## src/rtl/i2cm_pkg.sv

```systemverilog
package i2cm_pkg;
  localparam logic [7:0] ST_START    = 8'h08;
  localparam logic [7:0] ST_RSTART   = 8'h10;
  localparam logic [7:0] ST_AW_ACK   = 8'h18;
  localparam logic [7:0] ST_AW_NACK  = 8'h20;
  localparam logic [7:0] ST_DW_ACK   = 8'h28;
  localparam logic [7:0] ST_DW_NACK  = 8'h30;
  localparam logic [7:0] ST_ARB_LOST = 8'h38;
  localparam logic [7:0] ST_AR_ACK   = 8'h40;
  localparam logic [7:0] ST_AR_NACK  = 8'h48;
  localparam logic [7:0] ST_DR_ACK   = 8'h50;
  localparam logic [7:0] ST_DR_NACK  = 8'h58;
  localparam logic [7:0] ST_IDLE     = 8'hF8;

  localparam int B_EN  = 7;
  localparam int B_STA = 6;
  localparam int B_STO = 5;
  localparam int B_FLG = 4;
  localparam int B_AA  = 3;

  typedef enum logic [2:0] {
    M_IDLE, M_START, M_HOLD, M_TX, M_RACK, M_RX, M_WACK, M_STOP
  } mstate_t;
endpackage

```

## src/rtl/i2cm_rate.sv

```systemverilog
module i2cm_rate #(
  parameter int BASE_DIV = 4,
  parameter int RATE_W   = 3
) (
  input  logic              clk,
  input  logic              rst,
  input  logic              run,
  input  logic [RATE_W-1:0] rate,
  output logic              qtick
);
  localparam int MAXQ = BASE_DIV << ((1 << RATE_W) - 1);
  localparam int CW   = $clog2(MAXQ + 1);

  logic [CW-1:0] cnt;
  logic [CW-1:0] lim;

  always_comb lim = (CW'(BASE_DIV) << rate) - CW'(1);

  always_ff @(posedge clk) begin
    if (rst || !run) begin
      cnt   <= '0;
      qtick <= 1'b0;
    end else if (cnt >= lim) begin
      cnt   <= '0;
      qtick <= 1'b1;
    end else begin
      cnt   <= cnt + CW'(1);
      qtick <= 1'b0;
    end
  end
endmodule

```

## src/rtl/i2cm_busmon.sv

```systemverilog
module i2cm_busmon #(
  parameter int SYNC = 2
) (
  input  logic clk,
  input  logic rst,
  input  logic scl_i,
  input  logic sda_i,
  output logic sda_s,
  output logic busy
);
  logic [SYNC-1:0] scl_sy, sda_sy;
  logic scl_s, scl_p, sda_p;

  assign scl_s = scl_sy[SYNC-1];
  assign sda_s = sda_sy[SYNC-1];

  always_ff @(posedge clk) begin
    if (rst) begin
      scl_sy <= '1;
      sda_sy <= '1;
      scl_p  <= 1'b1;
      sda_p  <= 1'b1;
      busy   <= 1'b0;
    end else begin
      scl_sy <= {scl_sy[SYNC-2:0], scl_i};
      sda_sy <= {sda_sy[SYNC-2:0], sda_i};
      scl_p  <= scl_s;
      sda_p  <= sda_s;
      if (scl_s && scl_p && sda_p && !sda_s)      busy <= 1'b1;
      else if (scl_s && scl_p && !sda_p && sda_s) busy <= 1'b0;
    end
  end
endmodule

```

## src/rtl/i2c_stat_master.sv

```systemverilog
module i2c_stat_master
  import i2cm_pkg::*;
#(
  parameter int BASE_DIV = 4,
  parameter int RATE_W   = 3,
  parameter int SYNC     = 2
) (
  input  logic       clk,
  input  logic       rst,
  input  logic       wr_en,
  input  logic       wr_sel,
  input  logic [7:0] wr_data,
  output logic [7:0] ctrl_q,
  output logic [7:0] data_q,
  output logic [7:0] status_q,
  input  logic       scl_i,
  input  logic       sda_i,
  output logic       scl_oe,
  output logic       sda_oe
);
  mstate_t    st;
  logic [1:0] ph;
  logic [2:0] bc;
  logic [7:0] sh;
  logic       owned, is_addr, dir_rd, rx_mode, ackv;
  logic       qtick, sda_s, busy;
  logic [7:0] ack_code;

  i2cm_rate #(.BASE_DIV(BASE_DIV), .RATE_W(RATE_W)) u_rate (
    .clk(clk), .rst(rst), .run(ctrl_q[B_EN]),
    .rate(ctrl_q[RATE_W-1:0]), .qtick(qtick)
  );

  i2cm_busmon #(.SYNC(SYNC)) u_mon (
    .clk(clk), .rst(rst), .scl_i(scl_i), .sda_i(sda_i),
    .sda_s(sda_s), .busy(busy)
  );

  always_comb begin
    if (is_addr && dir_rd)  ack_code = ackv ? ST_AR_ACK : ST_AR_NACK;
    else if (is_addr)       ack_code = ackv ? ST_AW_ACK : ST_AW_NACK;
    else                    ack_code = ackv ? ST_DW_ACK : ST_DW_NACK;
  end

  always_ff @(posedge clk) begin
    if (rst) begin
      ctrl_q <= '0;  data_q <= '0;  status_q <= ST_IDLE;
      st <= M_IDLE;  ph <= '0;  bc <= '0;  sh <= '0;
      owned <= 1'b0; is_addr <= 1'b0; dir_rd <= 1'b0;
      rx_mode <= 1'b0; ackv <= 1'b0; scl_oe <= 1'b0; sda_oe <= 1'b0;
    end else begin
      if (wr_en && !wr_sel)
        ctrl_q <= {wr_data[7:5], ctrl_q[B_FLG] & wr_data[B_FLG], wr_data[3:0]};
      if (wr_en && wr_sel) data_q <= wr_data;

      if (!ctrl_q[B_EN]) begin
        st <= M_IDLE; ph <= '0; owned <= 1'b0; scl_oe <= 1'b0; sda_oe <= 1'b0;
      end else begin
        case (st)
          M_IDLE: begin
            scl_oe <= 1'b0;
            sda_oe <= 1'b0;
            if (qtick && ctrl_q[B_STA] && !ctrl_q[B_FLG] && !busy) begin
              st <= M_START; ph <= '0;
            end
          end
          M_HOLD: if (qtick && !ctrl_q[B_FLG]) begin
            ph <= '0;
            bc <= '0;
            if (ctrl_q[B_STO])      st <= M_STOP;
            else if (ctrl_q[B_STA]) st <= M_START;
            else if (rx_mode)       st <= M_RX;
            else begin
              st <= M_TX; sh <= data_q;
              if (is_addr) dir_rd <= data_q[0];
            end
          end
          M_START: if (qtick) begin
            ph <= ph + 2'd1;
            case (ph)
              2'd0: sda_oe <= 1'b0;
              2'd1: scl_oe <= 1'b0;
              2'd2: sda_oe <= 1'b1;
              default: begin
                scl_oe <= 1'b1;
                status_q <= owned ? ST_RSTART : ST_START;
                ctrl_q[B_FLG] <= 1'b1;
                ctrl_q[B_STA] <= 1'b0;
                owned <= 1'b1; is_addr <= 1'b1; rx_mode <= 1'b0;
                st <= M_HOLD;
              end
            endcase
          end
          M_TX: if (qtick) begin
            ph <= ph + 2'd1;
            case (ph)
              2'd0: sda_oe <= !sh[7];
              2'd1: scl_oe <= 1'b0;
              2'd2: if (sh[7] && !sda_s) begin
                scl_oe <= 1'b0; sda_oe <= 1'b0;
                status_q <= ST_ARB_LOST;
                ctrl_q[B_FLG] <= 1'b1;
                owned <= 1'b0;
                st <= M_IDLE;
              end
              default: begin
                scl_oe <= 1'b1;
                sh <= {sh[6:0], 1'b0};
                bc <= bc + 3'd1;
                if (bc == 3'd7) st <= M_RACK;
              end
            endcase
          end
          M_RACK: if (qtick) begin
            ph <= ph + 2'd1;
            case (ph)
              2'd0: sda_oe <= 1'b0;
              2'd1: scl_oe <= 1'b0;
              2'd2: ackv <= !sda_s;
              default: begin
                scl_oe <= 1'b1;
                status_q <= ack_code;
                ctrl_q[B_FLG] <= 1'b1;
                if (is_addr && dir_rd && ackv) rx_mode <= 1'b1;
                is_addr <= 1'b0;
                st <= M_HOLD;
              end
            endcase
          end
          M_RX: if (qtick) begin
            ph <= ph + 2'd1;
            case (ph)
              2'd0: sda_oe <= 1'b0;
              2'd1: scl_oe <= 1'b0;
              2'd2: sh <= {sh[6:0], sda_s};
              default: begin
                scl_oe <= 1'b1;
                bc <= bc + 3'd1;
                if (bc == 3'd7) st <= M_WACK;
              end
            endcase
          end
          M_WACK: if (qtick) begin
            ph <= ph + 2'd1;
            case (ph)
              2'd0: begin sda_oe <= ctrl_q[B_AA]; ackv <= ctrl_q[B_AA]; end
              2'd1: scl_oe <= 1'b0;
              2'd2: ;
              default: begin
                scl_oe <= 1'b1;
                data_q <= sh;
                status_q <= ackv ? ST_DR_ACK : ST_DR_NACK;
                ctrl_q[B_FLG] <= 1'b1;
                st <= M_HOLD;
              end
            endcase
          end
          M_STOP: if (qtick) begin
            ph <= ph + 2'd1;
            case (ph)
              2'd0: sda_oe <= 1'b1;
              2'd1: scl_oe <= 1'b0;
              2'd2: sda_oe <= 1'b0;
              default: begin
                status_q <= ST_IDLE;
                ctrl_q[B_STO] <= 1'b0;
                owned <= 1'b0;
                st <= M_IDLE;
              end
            endcase
          end
          default: st <= M_IDLE;
        endcase
      end
    end
  end
endmodule

```

## config.mk

```make
export PLATFORM = sky130hd
export DESIGN_NAME = i2c_stat_master
export DESIGN_NICKNAME = d
export VERILOG_FILES = /design/src/rtl/i2cm_pkg.sv /design/src/rtl/i2cm_rate.sv /design/src/rtl/i2cm_busmon.sv /design/src/rtl/i2c_stat_master.sv
export SDC_FILE = /design/constraint.sdc
export NUM_CORES = 1
export LEC_CHECK = 0
export BUFFER_PORTS_ARGS = -buffer_cell sky130_fd_sc_hd__buf_2
export CAP_MARGIN = 20
export CORE_MARGIN = 10
export CORE_UTILIZATION = 40
export CTS_BUF_LIST = sky130_fd_sc_hd__clkbuf_8 sky130_fd_sc_hd__clkbuf_16
export DETAILED_ROUTE_END_ITERATION = 10
export PLACE_DENSITY = 0.65
export SLEW_MARGIN = 20
export SYNTH_ARGS = -nofsm -noshare
export SYNTH_HDL_FRONTEND = slang
export SYNTH_SLANG_ARGS = --single-unit
export TNS_END_PERCENT = 100
```

## constraint.sdc

```tcl
create_clock -name clk -period 2.5 [get_ports clk]
set_input_delay 0.125 -clock clk [delete_from_list [all_inputs] [get_ports clk]]
set_output_delay 0.125 -clock clk [all_outputs]
set_load 0.02 [all_outputs]
```

==> results of run 1 <==
[cells in the mapped netlist (3+ instances only)]
library cell  count
a211oi_1          6
clkbuf_1         12
ha_1             17
nor2_1           53
buf_4            10
xnor2_1           5
buf_6             3
nand3_1          18
nor3_1            4
inv_1             9
dfxtp_1          62
a21oi_1          26
mux2i_1          13
buf_2             9
nand2b_1         12
and3_1            8
a211o_1           6
nand4_1           5
nand2_1          42
xor2_1            3
a31oi_1           4
a21o_1            7
o21ai_0          21
a311oi_1          8
nor2b_1          15
or2_2             7
[cells by family (layout without fill, tap and decap cells)]
| logic type | count (synthesis) | count (layout) |
|---|---|---|
| AO/OA/AOI/OAI | 111 | 111 |
| XOR/XNOR | 8 | 8 |
| adder cells (fa/ha/maj) | 17 | 17 |
| buffers and inverters | 47 | 81 |
| flip-flops | 62 | 62 |
| multiplexers | 14 | 14 |
| other | 2 | 4 |
| AND/OR/NAND/NOR | 182 | 182 |
[layout make-up]
cell class	instances	area (sq um)
clock buffer	12	165
clock inverter	3	42.5
fill	862	4690
inverter	11	41.3
multi-input combinational	336	2160
sequential	62	1240
tap	108	135
timing repair buffer	55	328
[flip-flops by register name, indices dropped and copies added (netlist names), 3 cells and up]
name	cells
st	3
status_q	5
ctrl_q	8
sh	8
data_q	8
bc	3
u_rate.cnt	10
[cell usage in the layout, fill, tap and decap left out, drive strengths merged, types with 6 or more instances in the layout]
| master | synthesis | final |
|---|---|---|
| nor2b | 15 | 15 |
| or2 | 9 | 9 |
| nor2 | 55 | 55 |
| inv | 11 | 11 |
| a211oi | 8 | 8 |
| dfxtp | 62 | 62 |
| o21ai | 24 | 24 |
| a21o | 7 | 7 |
| a311oi | 8 | 8 |
| and3 | 9 | 9 |
| a21oi | 28 | 28 |
| clkbuf | 13 | 12 |
| nand2b | 12 | 12 |
| nand3 | 18 | 18 |
| mux2i | 13 | 13 |
| nand2 | 42 | 42 |
| a211o | 6 | 6 |
| buf | 23 | 53 |
| ha | 17 | 17 |
[per-stage QoR]
stage                     area (sq um)  hold WS (ps)
after global placement            3890           309
after CTS                         4120          18.2
final                             4120          27.3
after floorplan                   3650           229
after detailed placement          3890           311
after global routing              4120          20.6
[power breakdown]
part           switching [W]  internal, W  total [W]
combinational      0.0000810    0.0000492   0.000130
sequential         0.0000214      0.00101    0.00103
clock               0.000390     0.000535   0.000924
total               0.000492      0.00159    0.00208
[critical path: cells and delay by family (launching register included)]
family | cells | cell delay, ps
AO/OA/AOI/OAI | 3 | 640
buffers and inverters | 1 | 270
flip-flops | 1 | 800
AND/OR/NAND/NOR | 2 | 450
[routing by layer]
layer / up-vias / GRT usage (%) / wire, microns
li1: 1614 / - / -
met3: 8 / 4.39 / 494
met2: 81 / 22.6 / 4270
met1: 1500 / 18.1 / 4450
met5: - / 0 / 0
met4: 0 / 4.48 / 90
[worst paths after layout]
kind                                        end             from  slack [ps]  cells after the start
worst min-delay path                  ctrl_q[2]       wr_data[2]          30                      3
worst max register to register            sh[3]            st[0]         250                      6
worst max-delay path                      sh[3]            st[0]         250                      6
worst min register to register  u_mon.sda_sy[1]  u_mon.sda_sy[0]         410                      1
[timing repair]
| item | CTS | global route |
|---|---|---|
| setup endpoints to repair | 0 | 0 |
| hold buffers | 2 | 0 |
| hold endpoints to repair | 2 | 0 |
==> results.sh, run 1 <==
export IMPL_outcome="finished clean"
export IMPL_drt_iter0_drc=281
export IMPL_synth_largest_area_cell="dfxtp_1"
export IMPL_place_ws_ps=299
export IMPL_max_slew_margin_rel_pct=50.5
export IMPL_path_cells="or2_1, o2bb2ai_2, a221oi_4, buf_4, nor2_1, a211oi_1"
export IMPL_post_cts_repair_setup_buffers=0
export IMPL_finalPower_w=0.00208
export IMPL_synth_cell_types=69
export IMPL_finalNonFillerCells=587
export IMPL_vias=3203
export IMPL_synth_compound_area_share_pct=22.3
export IMPL_synth_fa_ha_area_share_pct=5.83
export IMPL_maxSlewViolCount=0
export IMPL_dieArea_sq_um=13300
export IMPL_final_net_count=506
export IMPL_drive_gt1_share_pct=20.0
export IMPL_clk_path_buf_depth=2
export IMPL_avgSynthCellArea_sq_um=8.23
export IMPL_hold_path_class="input pin to flip-flop"
export IMPL_min_period_ps=2250
export IMPL_drt_total_wl_microns=9300
export IMPL_ys_ff_latch=62
export IMPL_rows=34
export IMPL_ys_seq_area_share_pct=34.0
export IMPL_grt_overflow=0
export IMPL_synthTopCellsByArea="dfxtp_1 34%, ha_1 5.8%, nor2_1 5.5%"
export IMPL_critical_path_slowest_cell="dfxtp_1"
export IMPL_dp_hpwl_microns=6720
export IMPL_io_pins=40
export IMPL_diodes=0
export IMPL_final_util_pct=46.8
export IMPL_setup_ws_ps=247
export IMPL_io_buffers=36
export IMPL_cap_viol_max_count=0
export IMPL_clock_latency_ps=350
export IMPL_cts_sink_count=62
export IMPL_worstMarginPinSlew_ps=741
export IMPL_p_leak_nw=1.64
export IMPL_synthCells=443
export IMPL_start_kind="flip-flop"
export IMPL_grt_usage_pct=14.3
export IMPL_clock_skew_final_ps=10.8
export IMPL_irDropWorstVdd_mv=0.361
export IMPL_crit_path_max_incr_delay_ps=800
export IMPL_worst_path_max_fanout=21
export IMPL_synthMuxAreaShare_pct=3.98
export IMPL_die_y_microns=115
export IMPL_dr_pass1_iters=4
export IMPL_ant_nets=0
export IMPL_worstSetupEndpointType="flip-flop"
export IMPL_core_region_area_sq_um=8810
export IMPL_min_period_over_period_pct=90.1
export IMPL_routabilityCongestion=0.911
export IMPL_synthXorXnorAreaFrac_pct=1.92
export IMPL_syn2layout_area_growth_pct=12.9
export IMPL_die_w_microns=115
export IMPL_viasPerCell=5.46
export IMPL_synth_top_family_by_area="simple AND/OR/NAND/NOR gates"
export IMPL_cts_root_buf="clkbuf_8"
export IMPL_synth_area_sq_um=3650
export IMPL_htree_levels=3
export IMPL_ys_flop_type="dfxtp_1"
export IMPL_start_util_pct=41.4
export IMPL_synth_edf_count=0
export IMPL_async_reset_ff_share_pct=0
export IMPL_synth_top_area_share_pct=34.0
export IMPL_critical_path_required_ps=2760
export IMPL_grt_setup_unrepaired="no"
export IMPL_tns_ps=0
export IMPL_grt_first_pass_wirelength_microns=15600
export IMPL_cts_made_buffers=9
export IMPL_power_density_nw_per_um2=506
export IMPL_grt_max_degree=27
export IMPL_fmax_mhz=444
export IMPL_grt_pass1_vias=3096
export IMPL_cts_tree="done"
export IMPL_hold_viol_final=0
export IMPL_cts_reportedPaths_clkPinSlew_ps=70
export IMPL_arrival_ps=2510
export IMPL_synth_simple_gate_area_share_pct=24.9
export IMPL_cts_resized=0
export IMPL_antenna_found_initial=0
export IMPL_place_inst=570
export IMPL_yosysWarningCount=0
export IMPL_crit_type="flip-flop to flip-flop"
export IMPL_setup_viol=0
export IMPL_drc=0
export IMPL_wl_per_cell_microns=15.8
No activity file was read; power rests on OpenSTA's default activity.
==> inputs of run 2 (changes only) <==
--- a/config.mk
+++ b/config.mk
@@ -7,11 +7,13 @@
 export LEC_CHECK = 0
 export BUFFER_PORTS_ARGS = -buffer_cell sky130_fd_sc_hd__buf_2
 export CAP_MARGIN = 20
+export CORE_ASPECT_RATIO = 1.25
 export CORE_MARGIN = 10
 export CORE_UTILIZATION = 40
 export CTS_BUF_LIST = sky130_fd_sc_hd__clkbuf_8 sky130_fd_sc_hd__clkbuf_16
 export DETAILED_ROUTE_END_ITERATION = 10
 export PLACE_DENSITY = 0.65
+export SETUP_SLACK_MARGIN = 0.02
 export SLEW_MARGIN = 20
 export SYNTH_ARGS = -nofsm -noshare
 export SYNTH_HDL_FRONTEND = slang
==> run 2 against run 1 <==
Design area about the same. Routed wire length fell by 3.1%. Die area rose by 0.17%. Core utilization increased by 0.067 points. Highest routed layer unchanged. Sequential share of layout area about the same. Via count up 0.53%. First-iteration DRC count shrank 5.7%. Largest cell class unchanged.
==> results.sh, run 2 (synthesis results as in run 1) <==
export IMPL_cts_reportedPaths_clkPinSlew_ps=70
export IMPL_diodes=0
export IMPL_hold_path_class="input pin to flip-flop"
export IMPL_drt_total_wl_microns=9010
export IMPL_min_period_over_period_pct=87.4
export IMPL_die_w_microns=105
export IMPL_final_util_pct=46.8
export IMPL_cap_viol_max_count=0
export IMPL_antenna_found_initial=0
export IMPL_post_cts_repair_setup_buffers=0
export IMPL_syn2layout_area_growth_pct=12.9
export IMPL_place_inst=580
export IMPL_viasPerCell=5.39
export IMPL_drc=0
export IMPL_hold_viol_final=0
export IMPL_rr_startpoint="st[2]"
export IMPL_io_buffers=36
export IMPL_cts_root_buf="clkbuf_8"
export IMPL_drive_gt1_share_pct=19.5
export IMPL_arrival_ps=2440
export IMPL_finalNonFillerCells=597
export IMPL_final_net_count=505
export IMPL_cts_sink_count=62
export IMPL_cts_resized=0
export IMPL_grt_first_pass_wirelength_microns=15000
export IMPL_grt_pass1_vias=3136
export IMPL_dr_pass1_iters=4
export IMPL_max_slew_margin_rel_pct=54.3
export IMPL_postCtsHoldBufs=3
export IMPL_worstSetupEndpointType="flip-flop"
export IMPL_setup_viol=0
export IMPL_startpoint="st[2]"
export IMPL_io_pins=40
export IMPL_routabilityCongestion=0.948
export IMPL_core_region_area_sq_um=8800
export IMPL_wl_per_cell_microns=15.1
export IMPL_largest_register="u_rate.cnt"
export IMPL_crit_type="flip-flop to flip-flop"
export IMPL_clk_path_buf_depth=2
export IMPL_cts_made_buffers=9
export IMPL_min_period_ps=2190
export IMPL_final_cell_mix="62 x dfxtp_1, 53 x nor2_1, 42 x nand2_1, 36 x buf_2, 26 x a21oi_1"
export IMPL_start_kind="flip-flop"
export IMPL_tns_ps=0
export IMPL_worstMarginPinSlew_ps=684
export IMPL_dieArea_sq_um=13400
export IMPL_grt_max_degree=30
export IMPL_largest_reg_flops=10
export IMPL_critical_path_required_ps=2750
export IMPL_outcome="finished clean"
export IMPL_maxSlewViolCount=0
export IMPL_power_density_nw_per_um2=492
export IMPL_irDropWorstVdd_mv=0.369
export IMPL_rows=38
export IMPL_clock_skew_final_ps=11.2
export IMPL_dpl_cell_area_sq_um=3900
export IMPL_final_area_sq_um=4120
export IMPL_worst_path_max_fanout=19
export IMPL_hp_start="wr_data[2]"
export IMPL_grt_overflow=0
export IMPL_die_y_microns=127
export IMPL_clock_latency_ps=350
export IMPL_vias=3220
export IMPL_p_leak_nw=1.63
export IMPL_grt_setup_unrepaired="no"
export IMPL_drt_iter0_drc=265
export IMPL_grt_usage_pct=13.7
export IMPL_htree_levels=3
export IMPL_ant_nets=0
export IMPL_start_util_pct=41.5
export IMPL_final_common_cell="dfxtp_1"
export IMPL_fmax_mhz=458
export IMPL_dp_hpwl_microns=6530
export IMPL_cts_tree="done"
==> run 2: area by class of cell <==
class	instances	area, sq um
Timing Repair Buffer	54	335
Clock inverter	4	48.8
Fill cell	872	4680
Clock buffer	10	138
Multi-Input combinational cell	336	2160
Sequential cell	62	1240
Tap cell	120	150
Inverter	11	41.3
==> run 2: final timing paths <==
kind              cells past startpoint  slack [ps]              end
setup / recovery                      4         310        data_q[7]
hold / removal                        3          20        ctrl_q[2]
setup reg to reg                      4         310        data_q[7]
hold reg to reg                       1         410  u_mon.sda_sy[1]
==> run 2: worst max-delay path, cell delays in order (launching register included) <==
cell	delay, ps
dfxtp_1	760
and2b_2	310
nand2_1	90
or3_1	580
a311oi_1	340
==> run 2: metal layers <==
layer	routed length [microns]	global-route usage, %	vias up
li1	-	-	1617
met1	3990	16.0	1489
met2	4270	21.9	97
met3	509	4.41	17
met4	233	7.04	0
met5	0	0	-
==> run 2: per-stage QoR <==
step           hold WS, ps  setup WS [ps]  total power (W)
4_1_cts               7.77            363          0.00206
2_1_floorplan          229            242          0.00113
3_3_place_gp           308            421          0.00117
6_report              24.2            314          0.00203
5_1_grt               15.6            166          0.00211
3_5_place_dp           311            394          0.00117
==> run 2: power by group <==
group / internal (W) / leakage (nW) / switching (W)
registers: 0.00101 / 0.503 / 0.0000210
clock network: 0.000474 / 0.0980 / 0.000399
logic: 0.0000501 / 1.03 / 0.0000781
